## src/rtl/alu_flags_pkg.sv

```systemverilog
package alu_flags_pkg;
  localparam int unsigned OP_W = 4;

  typedef enum logic [OP_W-1:0] {
    OP_ADD  = 4'd0,
    OP_SUB  = 4'd1,
    OP_AND  = 4'd2,
    OP_OR   = 4'd3,
    OP_XOR  = 4'd4,
    OP_NOT  = 4'd5,
    OP_SHL  = 4'd6,
    OP_SHR  = 4'd7,
    OP_PASS = 4'd8
  } alu_op_e;

  localparam logic [OP_W-1:0] OP_LAST = OP_PASS;

  typedef struct packed {
    logic v;
    logic n;
    logic c;
    logic z;
  } flags_t;
endpackage

```

## src/rtl/alu_addsub.sv

```systemverilog
module alu_addsub #(
  parameter int unsigned W = 8
) (
  input  logic [W-1:0] a_i,
  input  logic [W-1:0] b_i,
  input  logic         sub_i,
  output logic [W-1:0] sum_o,
  output logic         cout_o,
  output logic         ovf_o
);
  localparam int unsigned SW = W + 1;

  logic [W-1:0]  b_eff;
  logic [SW-1:0] full;

  // subtract = a + ~b + 1
  assign b_eff  = sub_i ? ~b_i : b_i;
  assign full   = {1'b0, a_i} + {1'b0, b_eff} + SW'(sub_i);
  assign sum_o  = full[W-1:0];
  assign cout_o = full[W];
  assign ovf_o  = (a_i[W-1] == b_eff[W-1]) && (sum_o[W-1] != a_i[W-1]);
endmodule

```

## src/rtl/alu_bitops.sv

```systemverilog
module alu_bitops
  import alu_flags_pkg::*;
#(
  parameter int unsigned W = 8
) (
  input  logic [W-1:0]    a_i,
  input  logic [W-1:0]    b_i,
  input  logic [OP_W-1:0] op_i,
  output logic [W-1:0]    res_o,
  output logic            cout_o
);
  always_comb begin
    res_o  = '0;
    cout_o = 1'b0;
    case (alu_op_e'(op_i))
      OP_AND:  res_o = a_i & b_i;
      OP_OR:   res_o = a_i | b_i;
      OP_XOR:  res_o = a_i ^ b_i;
      OP_NOT:  res_o = ~a_i;
      OP_SHL: begin
        res_o  = {a_i[W-2:0], 1'b0};
        cout_o = a_i[W-1];
      end
      OP_SHR: begin
        res_o  = {1'b0, a_i[W-1:1]};
        cout_o = a_i[0];
      end
      OP_PASS: res_o = b_i;
      default: res_o = '0;
    endcase
  end
endmodule

```

## src/rtl/alu_flag_reg.sv

```systemverilog
module alu_flag_reg
  import alu_flags_pkg::*;
(
  input  logic   clk_i,
  input  logic   rst_ni,
  input  logic   load_i,
  input  flags_t d_i,
  output flags_t q_o
);
  always_ff @(posedge clk_i or negedge rst_ni) begin
    if (!rst_ni)     q_o <= '0;
    else if (load_i) q_o <= d_i;
  end

  AST_FLAG_HOLD: assert property (@(posedge clk_i) disable iff (!rst_ni)
    !load_i |=> $stable(q_o));
endmodule

```

## src/rtl/alu_flags_unit.sv

```systemverilog
module alu_flags_unit
  import alu_flags_pkg::*;
#(
  parameter int unsigned W = 8
) (
  input  logic            clk_i,
  input  logic            rst_ni,
  input  logic [W-1:0]    a_i,
  input  logic [W-1:0]    b_i,
  input  logic [OP_W-1:0] op_i,
  input  logic            flag_en_i,
  output logic [W-1:0]    res_o,
  output logic [3:0]      flags_o
);
  logic         op_valid, is_arith, is_sub, is_logic;
  logic [W-1:0] sum, bit_res;
  logic         add_c, add_v, bit_c;
  flags_t       flags_d, flags_q;

  assign op_valid = (op_i <= OP_LAST);
  assign is_sub   = (op_i == OP_SUB);
  assign is_arith = (op_i == OP_ADD) || is_sub;
  assign is_logic = (op_i inside {OP_AND, OP_OR, OP_XOR, OP_NOT, OP_PASS});

  alu_addsub #(.W(W)) u_addsub (
    .a_i   (a_i),
    .b_i   (b_i),
    .sub_i (is_sub),
    .sum_o (sum),
    .cout_o(add_c),
    .ovf_o (add_v)
  );

  alu_bitops #(.W(W)) u_bitops (
    .a_i   (a_i),
    .b_i   (b_i),
    .op_i  (op_i),
    .res_o (bit_res),
    .cout_o(bit_c)
  );

  assign res_o = is_arith ? sum : bit_res;

  always_comb begin
    flags_d.z = (res_o == '0);
    flags_d.n = res_o[W-1];
    flags_d.c = is_arith ? add_c : bit_c;
    flags_d.v = is_arith & add_v;
  end

  alu_flag_reg u_flags (
    .clk_i (clk_i),
    .rst_ni(rst_ni),
    .load_i(flag_en_i & op_valid),
    .d_i   (flags_d),
    .q_o   (flags_q)
  );

  assign flags_o = flags_q;

  AST_INVALID_HOLD: assert property (@(posedge clk_i) disable iff (!rst_ni)
    !op_valid |=> $stable(flags_o));
  AST_LOGIC_NO_CV: assert property (@(posedge clk_i) disable iff (!rst_ni)
    (flag_en_i && is_logic) |=> (!flags_o[1] && !flags_o[3]));
  AST_ZERO_TRACK: assert property (@(posedge clk_i) disable iff (!rst_ni)
    (flag_en_i && op_valid) |=> (flags_o[0] == ($past(res_o) == '0)));
  AST_SUB_NO_BORROW: assert property (@(posedge clk_i) disable iff (!rst_ni)
    (flag_en_i && is_sub) |=> (flags_o[1] == ($past(a_i) >= $past(b_i))));
endmodule

```

## config.mk

```make
export PLATFORM = sky130hd
export DESIGN_NAME = alu_flags_unit
export DESIGN_NICKNAME = d
export VERILOG_FILES = /design/src/rtl/alu_flags_pkg.sv /design/src/rtl/alu_addsub.sv /design/src/rtl/alu_bitops.sv /design/src/rtl/alu_flag_reg.sv /design/src/rtl/alu_flags_unit.sv
export SDC_FILE = /design/constraint.sdc
export NUM_CORES = 1
export LEC_CHECK = 0
export ABC_AREA = 1
export BUFFER_PORTS_ARGS = -buffer_cell sky130_fd_sc_hd__buf_2
export CAP_MARGIN = 40
export CORE_MARGIN = 5
export CORE_UTILIZATION = 45
export DETAILED_ROUTE_END_ITERATION = 8
export PLACE_DENSITY = 0.72
export SYNTH_ARGS = -nofsm -noshare
export SYNTH_HDL_FRONTEND = slang
export SYNTH_SLANG_ARGS = --single-unit
```

## constraint.sdc

```tcl
create_clock -name clk_i -period 7.3 [get_ports clk_i]
set_input_delay 1.095 -clock clk_i [delete_from_list [all_inputs] [get_ports clk_i]]
set_output_delay 1.095 -clock clk_i [all_outputs]
set_load 0.05 [all_outputs]
```

== After elaboration in Yosys (flattened, before gate mapping) ==
Cells that the tools add are included.

* Bitwise operators: 7
* Eq/ne operators: 10
* Add/subtract/negate cells: 2
* Order comparisons: 1
* Reduce and logical (&&, ||, !) cells: 4
* Multiplexer cells: 5

{| class="wikitable"
|+ Operators with widths
! kind !! count
|-
| one-hot mux 8 bit (7 select lines) || 1
|-
| equality test 4 x 3 -> 1 bit (second input constant) || 4
|-
| 2-to-1 mux 8 bit || 2
|-
| NOT 8 bit || 2
|-
| adder 8 x 8 -> 9 bit || 1
|-
| adder 9 x 1 -> 9 bit || 1
|-
| bitwise AND 8 bit || 1
|-
| equality test 4 x 2 -> 1 bit (second input constant) || 2
|-
| logical NOT 8 bit || 1
|-
| bitwise OR 8 bit || 1
|-
| XOR 8 bit || 1
|-
| equality test 4 x 1 -> 1 bit (second input constant) || 1
|-
| equality test 4 bit (second input constant) || 1
|-
| less-or-equal comparator 4 bit (second input constant) || 1
|-
| logical NOT 4 bit || 1
|-
| bitwise AND 1 bit || 2
|-
| one-hot mux 1 bit (2 select lines) || 1
|-
| equality test 1 bit || 1
|-
| logical AND 1 bit || 1
|-
| logical OR 1 bit || 1
|-
| 2-to-1 mux 1 bit || 1
|-
| != test 1 bit || 1
|}

* Word-level logic and storage cells: 33
* Bits in registers: 4
* Output and inout bits: 12

== Logic depth before layout (Yosys ltp) ==
* Word-level depth: 7
* Depth in mapped cells: 17
* Gate-level depth less buffers: 17

== By module ==
A second synthesis with hierarchy kept.

* Cell total of the unflattened synthesis: 299
* Area total of the unflattened synthesis: 1783.0 sq um

{| class="wikitable"
|+ Modules (own cells, without submodules)
! module !! sequential area each (sq um) !! instances !! cells an instance !! area an instance (sq um)
|-
| alu_bitops || 0.0 || 1 || 164 || 880.8
|-
| alu_addsub || 0.0 || 1 || 75 || 505.5
|-
| alu_flags_unit || 0.0 || 1 || 43 || 247.7
|-
| alu_flag_reg || 100.1 || 1 || 17 || 148.9
|}

== Worst setup path after synthesis ==
No wires, ideal clock.

* Path kind: input to output
* From: input port op_i[3]
* To: output port res_o[4]
* Path slack: 3193 ps
* Buffers on the path: 0
* Stages on the path: 13
* Arrival: 3012 ps
* Path through: nor2_2 nand2_1 xor2_1 fa_1 nand2_1 nand2_1 nand2_1 nand2_1 nand2_1 nand2_1 nor2_1 nor2_1 inv_1

* Cells in the longest elaborated chain, start to end: 5
* Elaborated cells on any way between the ends: 15
* Those cells by class: add/sub (2); eq/ne (8); mux (3); reduce/logical (2)

{| class="wikitable"
|+ Ends and longest elaborated chain
! what !! line !! text
|-
| start, declared || alu_flags_unit.sv:10 || <nowiki>input logic [OP_W-1:0] op_i,</nowiki>
|-
| equality test 4 x 1 -> 1 bit || alu_flags_unit.sv:21 || <nowiki>assign is_sub = (op_i == OP_SUB);</nowiki>
|-
| 2-to-1 mux 8 bit || alu_addsub.sv:17 || <nowiki>assign b_eff = sub_i ? ~b_i : b_i;</nowiki>
|-
| adder 8 x 8 -> 9 bit || alu_addsub.sv:18 || <nowiki>assign full = {1'b0, a_i} + {1'b0, b_eff} + SW'(sub_i);</nowiki>
|-
| adder 9 x 1 -> 9 bit || alu_addsub.sv:18 ||
|-
| 2-to-1 mux 8 bit (*) || alu_flags_unit.sv:42 || <nowiki>assign res_o = is_arith ? sum : bit_res;</nowiki>
|-
| end, declared || alu_flags_unit.sv:12 || <nowiki>output logic [W-1:0] res_o,</nowiki>
|}

Mark *: on every way between the ends. The rest lies on a longest branch, timed or not.

== Worst setup path after layout ==
Same ends and word-level chain as after synthesis.

==> results by group <==
Status
  • Status: complete, no violations

Synthesis
  • Syn Inst Count: 266
  • Mean Syn Cell Area: 5.71 sq um
  • Flops & latches, synth: 4
  • Synth Net Count: 314
  • Sequential area share after synthesis: 6.59%
  • Primary FF master, synth: dfrtp_1
  • Number of synthesis warnings: 0
  • Post-synth EDFFs: 0
  • Async S/R FF share, synth: 100%
  • Area contributors post-synth: nand2_1 (20%), ha_1 (20%), inv_1 (11%)
  • Cell Area, Synth: 0.00152 sq mm
  • Yosys top cell area share: 20.0%
  • Area leader, netlist: nand2_1
  • Number of distinct library cells after synthesis: 24

Worst setup path
  • Crit. End Element: output pin
  • Setup crit start kind: primary input
  • Max FO, Critical Path: 8
  • Worst endpoint required time: 6.20 ns
  • Crit path kind: primary input to output pin
  • CP arrival: 3.38 ns

Timing
  • Least-Margin Pin Slew: 0.704 ns
  • Min Clock Period, post-route: 4.47 ns
  • Max Slew Vio Count: 0
  • Clock skew: 0 ns
  • Rel. slew slack: 52.9%
  • Hold Vio Cnt, Final: 0
  • Setup TNS: 0 ns
  • Max frequency: 223 MHz
  • Final worst slack: 2.83 ns
  • RSZ-0062 raised after global routing: no
  • Crit share post-route: 61.3%
  • Setup-failing EPs final: 0

Route
  • Avg Vias per Cell: 4.95
  • Iter 0 DRT Violations: 171
  • DR pass1 iterations: 4
  • # DRC: 0
  • Total wire length: 4.15 mm
  • Antenna viol nets, final: 0
  • Via Count: 1718
  • Wire length per cell: 12.0 um

Floorplanning
  • Die width: 68.1 um
  • Initial core utilization: 45.9%
  • Core area: 0.00331 sq mm
  • # IOs: 35
  • Full die area: 0.00464 sq mm
  • Die Ht: 68.1 um
  • Std cell rows: 21

CTS
  • CTS buffer count: 3
  • CTS tree: built
  • Clock slew at reported path FFs: 0.04 ns
  • CTS resizes: 0
  • Post-CTS setup buffer count: 0
  • Clock buffer depth: 2
  • H-tree depth: 1
  • CTS sink cnt: 4
  • Clock latency on the worst-skew pair: 0.23 ns
  • Cts hold-fix bufs: 0
  • Root buf cell: clkbuf_4

Placement
  • Dpl cell area: 0.00173 sq mm
  • Post-DP HPWL: 3.45 mm
  • Dpl ws: 2.84 ns
  • PortBufs: 34
  • Routability Congestion: 0.901

Layout
  • Fraction of layout cells with a size suffix above 1: 18.6%
  • Max FFs per register: 4
  • Area growth, synth to finish: 15.5%
  • Layout Nets: 351
  • Util after Layout: 53.0%
  • Area of the multi-input gates: 0.00122 sq mm
  • Regs by FF count: u_flags.q_o (4)
  • ANT cells: 0
  • Largest Register: u_flags.q_o
  • Storage cell area: 100 sq um
  • Final instance area: 0.00175 sq mm
  • Fill cells: 380

Global route
  • Gr usage total: 19.0%
  • Vias in the first global route: 1542
  • First-pass GRT wire length: 6.87 mm
  • Initial antenna violation count: 0
  • Largest net degree at the start of global routing: 13
  • Grt total ovfl: 0

Power
  • Cell Pwr Density: 101 mW/mm^2
  • Total power: 178 uW
  • Leakage power: 1.06 nW
  • Worst VDD drop: 0.107 mV

Flow run
  • Max Cap Viol: 0

Hold path
  • HP Class: flop to flop
[synthesized netlist by cell type (5+ instances only)]
cell type,count
ha_1,24
inv_1,45
nand2_1,81
nand2_2,6
nand3_1,26
nor2_1,28
o211ai_1,5
o21ai_0,7
xor2_1,8
[power breakdown]
part	internal, mW	switching (mW)
sequential	0.0248	0.00106
combinational	0.0364	0.0890
clock	0.0183	0.00832
total	0.0795	0.0983
[critical path, cell delays in order]
cell and delay (ns):
buf_2 0.13, nor2_2 0.30, nand2_1 0.30, xor2_1 0.25, fa_1 0.46, nand2_1 0.11, nand2_1 0.06, nand2_1 0.05
nand2_1 0.06, nor2_1 0.09, nor2_1 0.05, nor2_1 0.16, inv_1 0.05, buf_2 0.21
[cells in the final DEF (no fill, tap or decap)]
cell type	instances
nand2_1	81
inv_1	45
buf_2	34
nor2_1	28
nand3_1	26
ha_1	24
xor2_1	8
o21ai_0	7
nand2_2	6
o211ai_1	5
nor2_2	4
nand3_2	4
a21oi_1	4
nor3_1	4
dfrtp_1	4
inv_2	3
clkbuf_4	3
nor2_4	2
o22ai_1	2
nand3b_1	2
nand4_1	1
o2111ai_1	1
a21o_1	1
a31oi_1	1
fa_1	1
[final cells by class]
type	instances	area share (%)
Sequential cell	4	5.71
Timing Repair Buffer	34	9.70
Inverter	48	10.3
Tap cell	46	3.28
Clock buffer	3	1.28
Multi-Input combinational cell	212	69.8
[final timing paths]
kind / start / to / slack [ns] / cells after the start
worst max-delay path: op_i[3] / res_o[4] / 2.83 / 14
worst min-delay path: u_flags.q_o[2] / u_flags.q_o[2] / 0.48 / 2
worst max register to register: u_flags.q_o[3] / u_flags.q_o[3] / 6.64 / 2
worst min register to register: u_flags.q_o[2] / u_flags.q_o[2] / 0.48 / 2
max in group asynchronous: rst_ni / u_flags.q_o[3] / 6.52 / 1
min in group asynchronous: rst_ni / u_flags.q_o[2] / 0.66 / 1
[stage by stage]
stage                     instances  hold slack, ns
final                           347           0.477
after global routing            347           0.500
after CTS                       347           0.476
after detailed placement        344           0.467
after global placement          344           0.463
after floorplan                 266           0.758
[routing by layer]
layer | vias to the layer above | track usage [%] | part of all wire [%]
li1 | 906 | - | -
met1 | 762 | 27.7 | 50
met2 | 50 | 31.2 | 44
met3 | 0 | 2.63 | 5.4
met4 | 0 | 0.744 | 0
met5 | - | 0 | 0
[kinds of logic (layout without fill, tap and decap cells)]
kind of cell	Yosys count	after routing	share of synthesized area (%)
xor gates and xnor gates	8	8	4.61
DFF	4	4	6.59
adders and majority gates	25	25	21.1
buffers and inverters	50	85	12.8
AOI/OAI and AO/OA	21	21	8.40
and+or+nand+nor	158	158	46.5
No activity file was read; power rests on OpenSTA's default activity.
